===== config.mk =====
export PLATFORM = sky130hd
export DESIGN_NAME = arb_prio
export DESIGN_NICKNAME = d
export VERILOG_FILES = /design/src/rtl/arb_prio.sv
export SDC_FILE = /design/constraint.sdc
export NUM_CORES = 1
export LEC_CHECK = 0
export CORE_MARGIN = 2
export CORE_UTILIZATION = 45
export CTS_CLUSTER_SIZE = 16
export DETAILED_ROUTE_END_ITERATION = 10
export GPL_TIMING_DRIVEN = 0
export PLACE_DENSITY = 0.76
export SKIP_LAST_GASP = 1
export SYNTH_ARGS = -nofsm -noshare
export SYNTH_HDL_FRONTEND = slang
export SYNTH_SLANG_ARGS = --single-unit

===== constraint.sdc =====
create_clock -name clk -period 3.65 [get_ports clk]
set_input_delay 1.095 -clock clk [delete_from_list [all_inputs] [get_ports clk]]
set_output_delay 1.095 -clock clk [all_outputs]
set_load 0.02 [all_outputs]

===== src/rtl/arb_prio.sv =====
module arb_prio #(
  parameter int N_MST = 4,
  parameter int PW    = 2,
  localparam int CW   = N_MST * PW
) (
  input  logic             clk,
  input  logic             rst_n,
  input  logic [N_MST-1:0] req,
  input  logic             done,
  input  logic             cfg_we,
  input  logic [CW-1:0]    cfg_wdata,
  output logic [N_MST-1:0] grant
);

  logic [CW-1:0]    prio_q;
  logic [N_MST-1:0] grant_q;
  logic [N_MST-1:0] pick;
  logic [PW-1:0]    best_p;
  logic             found;
  logic             busy;

  assign busy  = |grant_q;
  assign grant = grant_q;

  always_comb begin
    pick   = '0;
    best_p = '0;
    found  = 1'b0;
    for (int i = 0; i < N_MST; i++) begin
      if (req[i] && (!found || prio_q[i*PW +: PW] > best_p)) begin
        pick    = '0;
        pick[i] = 1'b1;
        best_p  = prio_q[i*PW +: PW];
        found   = 1'b1;
      end
    end
  end

  always_ff @(posedge clk or negedge rst_n) begin
    if (!rst_n)      prio_q <= '0;
    else if (cfg_we) prio_q <= cfg_wdata;
  end

  always_ff @(posedge clk or negedge rst_n) begin
    if (!rst_n)    grant_q <= '0;
    else if (busy) grant_q <= done ? '0 : grant_q;
    else           grant_q <= pick;
  end

endmodule


# Word-level counts from Yosys, hierarchy flattened

Cells that the tools add are included.

Register bits: 12
Output and inout port bits: 4

Magnitude comparators: 3
Eq/ne operators: 1
Multiplexer cells: 12
Reduce and logical (&&, ||, !) cells: 10

Operators by type and width:

| operator                             | count |
|---|---|
| 4-bit 2-to-1 mux                     | 4 |
| 2-bit 2-to-1 mux                     | 4 |
| 2-bit > comparator                   | 3 |
| 1-bit 2-to-1 mux                     | 4 |
| 4-bit OR reduction                   | 1 |
| 1-bit logical AND                    | 3 |
| 1-bit zero test                      | 3 |
| 1-bit logical OR                     | 3 |
| 2-bit != test, second input constant | 1 |

# Longest topological paths before layout

Gate-level depths: netlist of run 1.

Word-level depth: 14
Depth in mapped cells: 15
Gate-level depth less buffers: 15

# Worst setup path before layout of run 1

Ideal clock, no wire load.

Path type: input to register
From: input port req[0]
To: register grant_q[3] (netlist: grant[3])
Library setup time: 0.122 ns
Arrival: 3.937 ns
Data required time: 3.528 ns
Setup slack: -0.408 ns
Cell stages on the path: 15
Buffers on the path: 0
Cell sequence: nand2_1 > ha_1 > nor2b_1 > o311a_1 > a32oi_1 > ha_1 > nor2b_1 > a2bb2oi_1 > o21a_1 > mux2_1 > ha_1 > nor2b_1 > o21ai_0 > o31ai_1 > a32o_1

Word-level cells in the longest chain between the ends: 14
Elaborated cells between the ends (all ways): 20

RTL lines:

| item                                                  | line | source |
|---|---|---|
| start: declaration                                    | 8    | `input logic [N_MST-1:0] req,` |
| 2-bit 2-to-1 mux or 1-bit 2-to-1 mux (tied branches)  | 30   | `if (req[i] && (!found \|\| prio_q[i*PW +: PW] > best_p)) begin` |
| 2-bit > comparator or 1-bit zero test (tied branches) | 30   |  |
| 1-bit logical OR                                      | 30   |  |
| 1-bit logical AND                                     | 30   |  |
| 2-bit 2-to-1 mux or 1-bit 2-to-1 mux (tied branches)  | 30   |  |
| 2-bit > comparator or 1-bit zero test (tied branches) | 30   |  |
| 1-bit logical OR                                      | 30   |  |
| 1-bit logical AND                                     | 30   |  |
| 2-bit 2-to-1 mux or 1-bit 2-to-1 mux (tied branches)  | 30   |  |
| 2-bit > comparator or 1-bit zero test (tied branches) | 30   |  |
| 1-bit logical OR (*)                                  | 30   |  |
| 1-bit logical AND (*)                                 | 30   |  |
| 4-bit 2-to-1 mux (*)                                  | 30   |  |
| 4-bit 2-to-1 mux (*)                                  | 46   | `else if (busy) grant_q <= done ? '0 : grant_q;` |
| end signal: assignment                                | 46   |  |
| end signal: assignment                                | 47   | `else grant_q <= pick;` |
| end: declaration                                      | 16   | `logic [N_MST-1:0] grant_q;` |

Every way passes the cells marked *; elsewhere a longest branch is shown, timed or not.
A chain may end at the register's enable or synchronous reset.

# Worst setup path in the final report of run 1

From: input port req[0]
To: register grant_q[0] (netlist: grant[0])

Word-level cells in the longest chain between the ends: 14
Elaborated cells between the ends (all ways): 23

RTL lines:

| item                                                  | line |
|---|---|
| 2-bit 2-to-1 mux or 1-bit 2-to-1 mux (tied branches)  | 30 |
| 2-bit > comparator or 1-bit zero test (tied branches) | 30 |
| 1-bit logical OR                                      | 30 |
| 1-bit logical AND                                     | 30 |
| 2-bit 2-to-1 mux or 1-bit 2-to-1 mux (tied branches)  | 30 |
| 2-bit > comparator or 1-bit zero test (tied branches) | 30 |
| 1-bit logical OR                                      | 30 |
| 1-bit logical AND                                     | 30 |
| 2-bit 2-to-1 mux or 1-bit 2-to-1 mux (tied branches)  | 30 |
| 2-bit > comparator or 1-bit zero test (tied branches) | 30 |
| 1-bit logical OR                                      | 30 |
| 1-bit logical AND                                     | 30 |
| 4-bit 2-to-1 mux (*)                                  | 30 |
| 4-bit 2-to-1 mux (*)                                  | 46 |

Marked as above.

==> results by group, run 1 <==
Hold path
  • Worst Hold Launch: prio_q[0]$_DFFE_PN0P_
  • Hold path depth: 1
  • Min-Delay Path Class: flip-flop to flip-flop
  • WHS Endpoint: prio_q[0]$_DFFE_PN0P_

Critical path
  • Worst EP required: 3820 ps
  • Reg-to-Reg End: grant[0]$_DFFE_PN0P_
  • CP peak stage delay: 340 ps
  • Startpoint types: primary input
  • CP arrival: 4240 ps
  • FF-to-FF setup slack: 50 ps
  • Worst r2r src: prio_q[3]$_DFFE_PN0P_
  • Endpoint class of the critical path: flip-flop
  • Most frequent cell on the critical path: nor2b_4
  • Cell count of the worst reg-to-reg path: 14
  • Critical Setup Path Class: primary input to flip-flop
  • Worst-path fanout max: 3
  • Critical-path top delay cell: ha_1
  • Critical Path, Cell by Cell: buf_12 -> nand2_4 -> ha_4 -> nor2b_4 -> o211ai_1 -> a32oi_2 -> ha_1 -> nor2b_4 -> a2bb2oi_2 -> o21a_2 -> mux2_4 -> ha_4 -> nor2b_4 -> o211ai_1 -> nand2_1 -> o32ai_2

Route
  • Pre-antenna DRT Iters: 4
  • Vias/cell: 5.61
  • Wire length per cell: 15.1 µm
  • Number of nets with antenna violations after routing: 0
  • Vias: 667
  • Starting DRT DRC Count: 4
  • Post-route DRC: 0
  • WL final: 1790 µm

CTS
  • Worst skew pair latency: 270 ps
  • Htree depth: 1
  • Max clock buf depth: 2
  • CTS Buf Count: 3
  • Clock Sinks: 12
  • CTS clk-pin slew, worst paths: 70 ps
  • CTS tree: done
  • CTS root buf: clkbuf_4

Die
  • Die width: 43.4 µm
  • Boundary Pins: 20
  • Initial cell density of the core: 0.474
  • Row count: 14
  • Core ar.: 1470 µm²
  • Die height: 43.4 µm
  • Die ar.: 1880 µm²

STA
  • Peak Freq: 0.246 GHz
  • TNS Setup: -1250 ps
  • Clock period minus worst slack: 4070 ps
  • Relative slew slack: 0.631
  • Final setup violation count: 4
  • WHS: 520 ps
  • Worst Clk Skew: 6.63 ps
  • Hold Vio Cnt, Final: 0
  • RSZ-0062 raised after global routing: yes
  • Tightest Pin Transition: 552 ps
  • Final WS setup: -416 ps
  • Tcrit/Tclk final: 1.11
  • Max Slew Vio Count: 0

Placement
  • Port Buffer Count: 19
  • Detail Placement HPWL: 1090 µm
  • DP Worst Slack: -1280 ps
  • RePlAce Congestion: 0.810

Synthesis
  • Post-Synth XOR/XNOR Area: 0
  • Most numerous cell in the Yosys netlist: dfrtp_1
  • Async SR Flop Fraction: 1.00
  • Post-synthesis sequential area ratio: 0.430
  • Post-synth cell types: 24
  • Main combinational cell family by area after synthesis: compound AO/OA/AOI/OAI gates
  • Multiplexer share of the synthesized area: 0.0968
  • Mapped Cells: 69
  • Simple logic cell fraction of the synthesized area: 0.116
  • Synth top area share: 0.430
  • Post-Syn Nets: 91
  • Ys flop type: dfrtp_1
  • Syn avg cell area: 10.1 µm²
  • Synth Area in Compound Gates: 0.195
  • Yosys Warn Count: 0
  • Number of synthesized flops with an enable pin: 0
  • Area leader, netlist: dfrtp_1
  • #FFs+latches synth: 12
  • Synthesized area: 698 µm²
  • Area contributors post-synth: dfrtp_1, ha_1, mux2_2
  • Post-Synth Adder-Cell Area: 0.108
  • Most frequent cells after synthesis: dfrtp_1, nand2_1, inv_1

Global routing
  • First-pass GRT wire length: 2710 µm
  • Initial antenna violation count: 0
  • Vias in the first global route: 649
  • Total grt overflow: 0
  • Pin count of the biggest net entering global routing: 13
  • All-Layer GR Usage: 0.194

Pwr
  • Final Power: 573 µW
  • Worst vdd ir: 344 µV
  • Pwr/cell area: 502 nW/µm²
  • Static Leakage: 0.000512 µW

Cells and area
  • Fraction of layout cells with a size suffix above 1: 0.369
  • N_diodes: 0
  • Final core utilization: 0.776
  • NumNets Final: 127
  • Area Overhead vs Synth: 63.4%

Run status
  • Failing checks: setup timing
  • Status: finished, violations left

Run
  • MaxCap Viol Count: 0
critical path, delay by kind of cell:
family,cells,cell delay [ps]
AND/OR/NAND/NOR,5,600
multiplexers,1,310
adder cells (fa/ha/maj),3,760
AO/OA/AOI/OAI,6,1360
buffers and inverters,1,100
power by group:
group | internal, µW | leakage [µW] | switching, µW
sequential | 163 | 0.000148 | 24.5
combinational | 171 | 0.000350 | 133
clock | 38.1 | 0.0000138 | 43.6
layout make-up:
type	instances	area, µm²
plain buffers	1	3.75
clock buffers	3	22.5
multi-input cells	47	470
flip-flops and latches	12	300
well taps	16	20.0
inverters	9	33.8
fillers	108	330
repair buffers	31	290
cell usage in the layout (no fill, tap or decap), types with 2 or more instances in the layout:
| cell | Yosys | routed |
|---|---|---|
| clkdlybuf4s50_1 | 0 | 18 |
| dfrtp_1 | 12 | 12 |
| buf_4 | 0 | 12 |
| nand2_1 | 9 | 8 |
| inv_1 | 8 | 8 |
| mux2_2 | 5 | 5 |
| o21ai_0 | 5 | 4 |
| nor2b_4 | 0 | 3 |
| ha_4 | 0 | 3 |
| clkbuf_4 | 0 | 3 |
| o211ai_1 | 2 | 2 |
| a32o_1 | 2 | 2 |
| o32ai_2 | 0 | 2 |
| ha_1 | 6 | 2 |
metrics by stage:
step | area (µm²) | cells
6_report | 1140 | 119
5_1_grt | 1140 | 119
4_1_cts | 1050 | 113
3_5_place_dp | 960 | 104
3_3_place_gp | 960 | 104
2_1_floorplan | 749 | 69
kinds of logic after synthesis:
group                      count (synthesis)
and+or+nand+nor                           17
muxes                                      6
buffers and inverters                     10
AOI/OAI and AO/OA                         18
adders and majority gates                  6
DFF                                       12
layer usage:
metal / up-vias / routed length (µm) / global-route usage
met4: 0 / 63 / 0.115
met3: 8 / 102 / 0.0375
met2: 25 / 919 / 0.331
met5: - / 0 / 0
met1: 314 / 709 / 0.225
li1: 320 / - / -
how the worst max path moves through the flow:
stage	cells after the start	slack, ps	start	end
after floorplan	15	-250	req[0]	grant[3]$_DFFE_PN0P_
after global placement	16	-1200	req[0]	grant[1]$_DFFE_PN0P_
after detailed placement	16	-1280	req[0]	grant[0]$_DFFE_PN0P_
after CTS	16	-330	req[0]	grant[0]$_DFFE_PN0P_
after global routing	16	-550	req[0]	grant[0]$_DFFE_PN0P_
final	16	-420	req[0]	grant[0]$_DFFE_PN0P_
flip-flops by register name, indices dropped and copies added, names as in the netlist:
signal  flops
prio_q      8
grant       4
repair_timing:
action	CTS	global route
endpoints found under the setup margin	4	4
gates resized for setup	13	8
hold buffers	0	0
pin swaps	9	8
buffers inserted	6	6
endpoints found under the hold margin	0	0
Power figures use the tool's default switching activity.
==> run 2, diff against run 1 <==
--- a/config.mk
+++ b/config.mk
@@ -5,6 +5,7 @@
 export SDC_FILE = /design/constraint.sdc
 export NUM_CORES = 1
 export LEC_CHECK = 0
+export ABC_CLOCK_PERIOD_IN_PS = 3650
 export CORE_MARGIN = 2
 export CORE_UTILIZATION = 45
 export CTS_CLUSTER_SIZE = 16
==> results of run 2 <==
Final layout, timing and power as in run 1 (identical DEF).
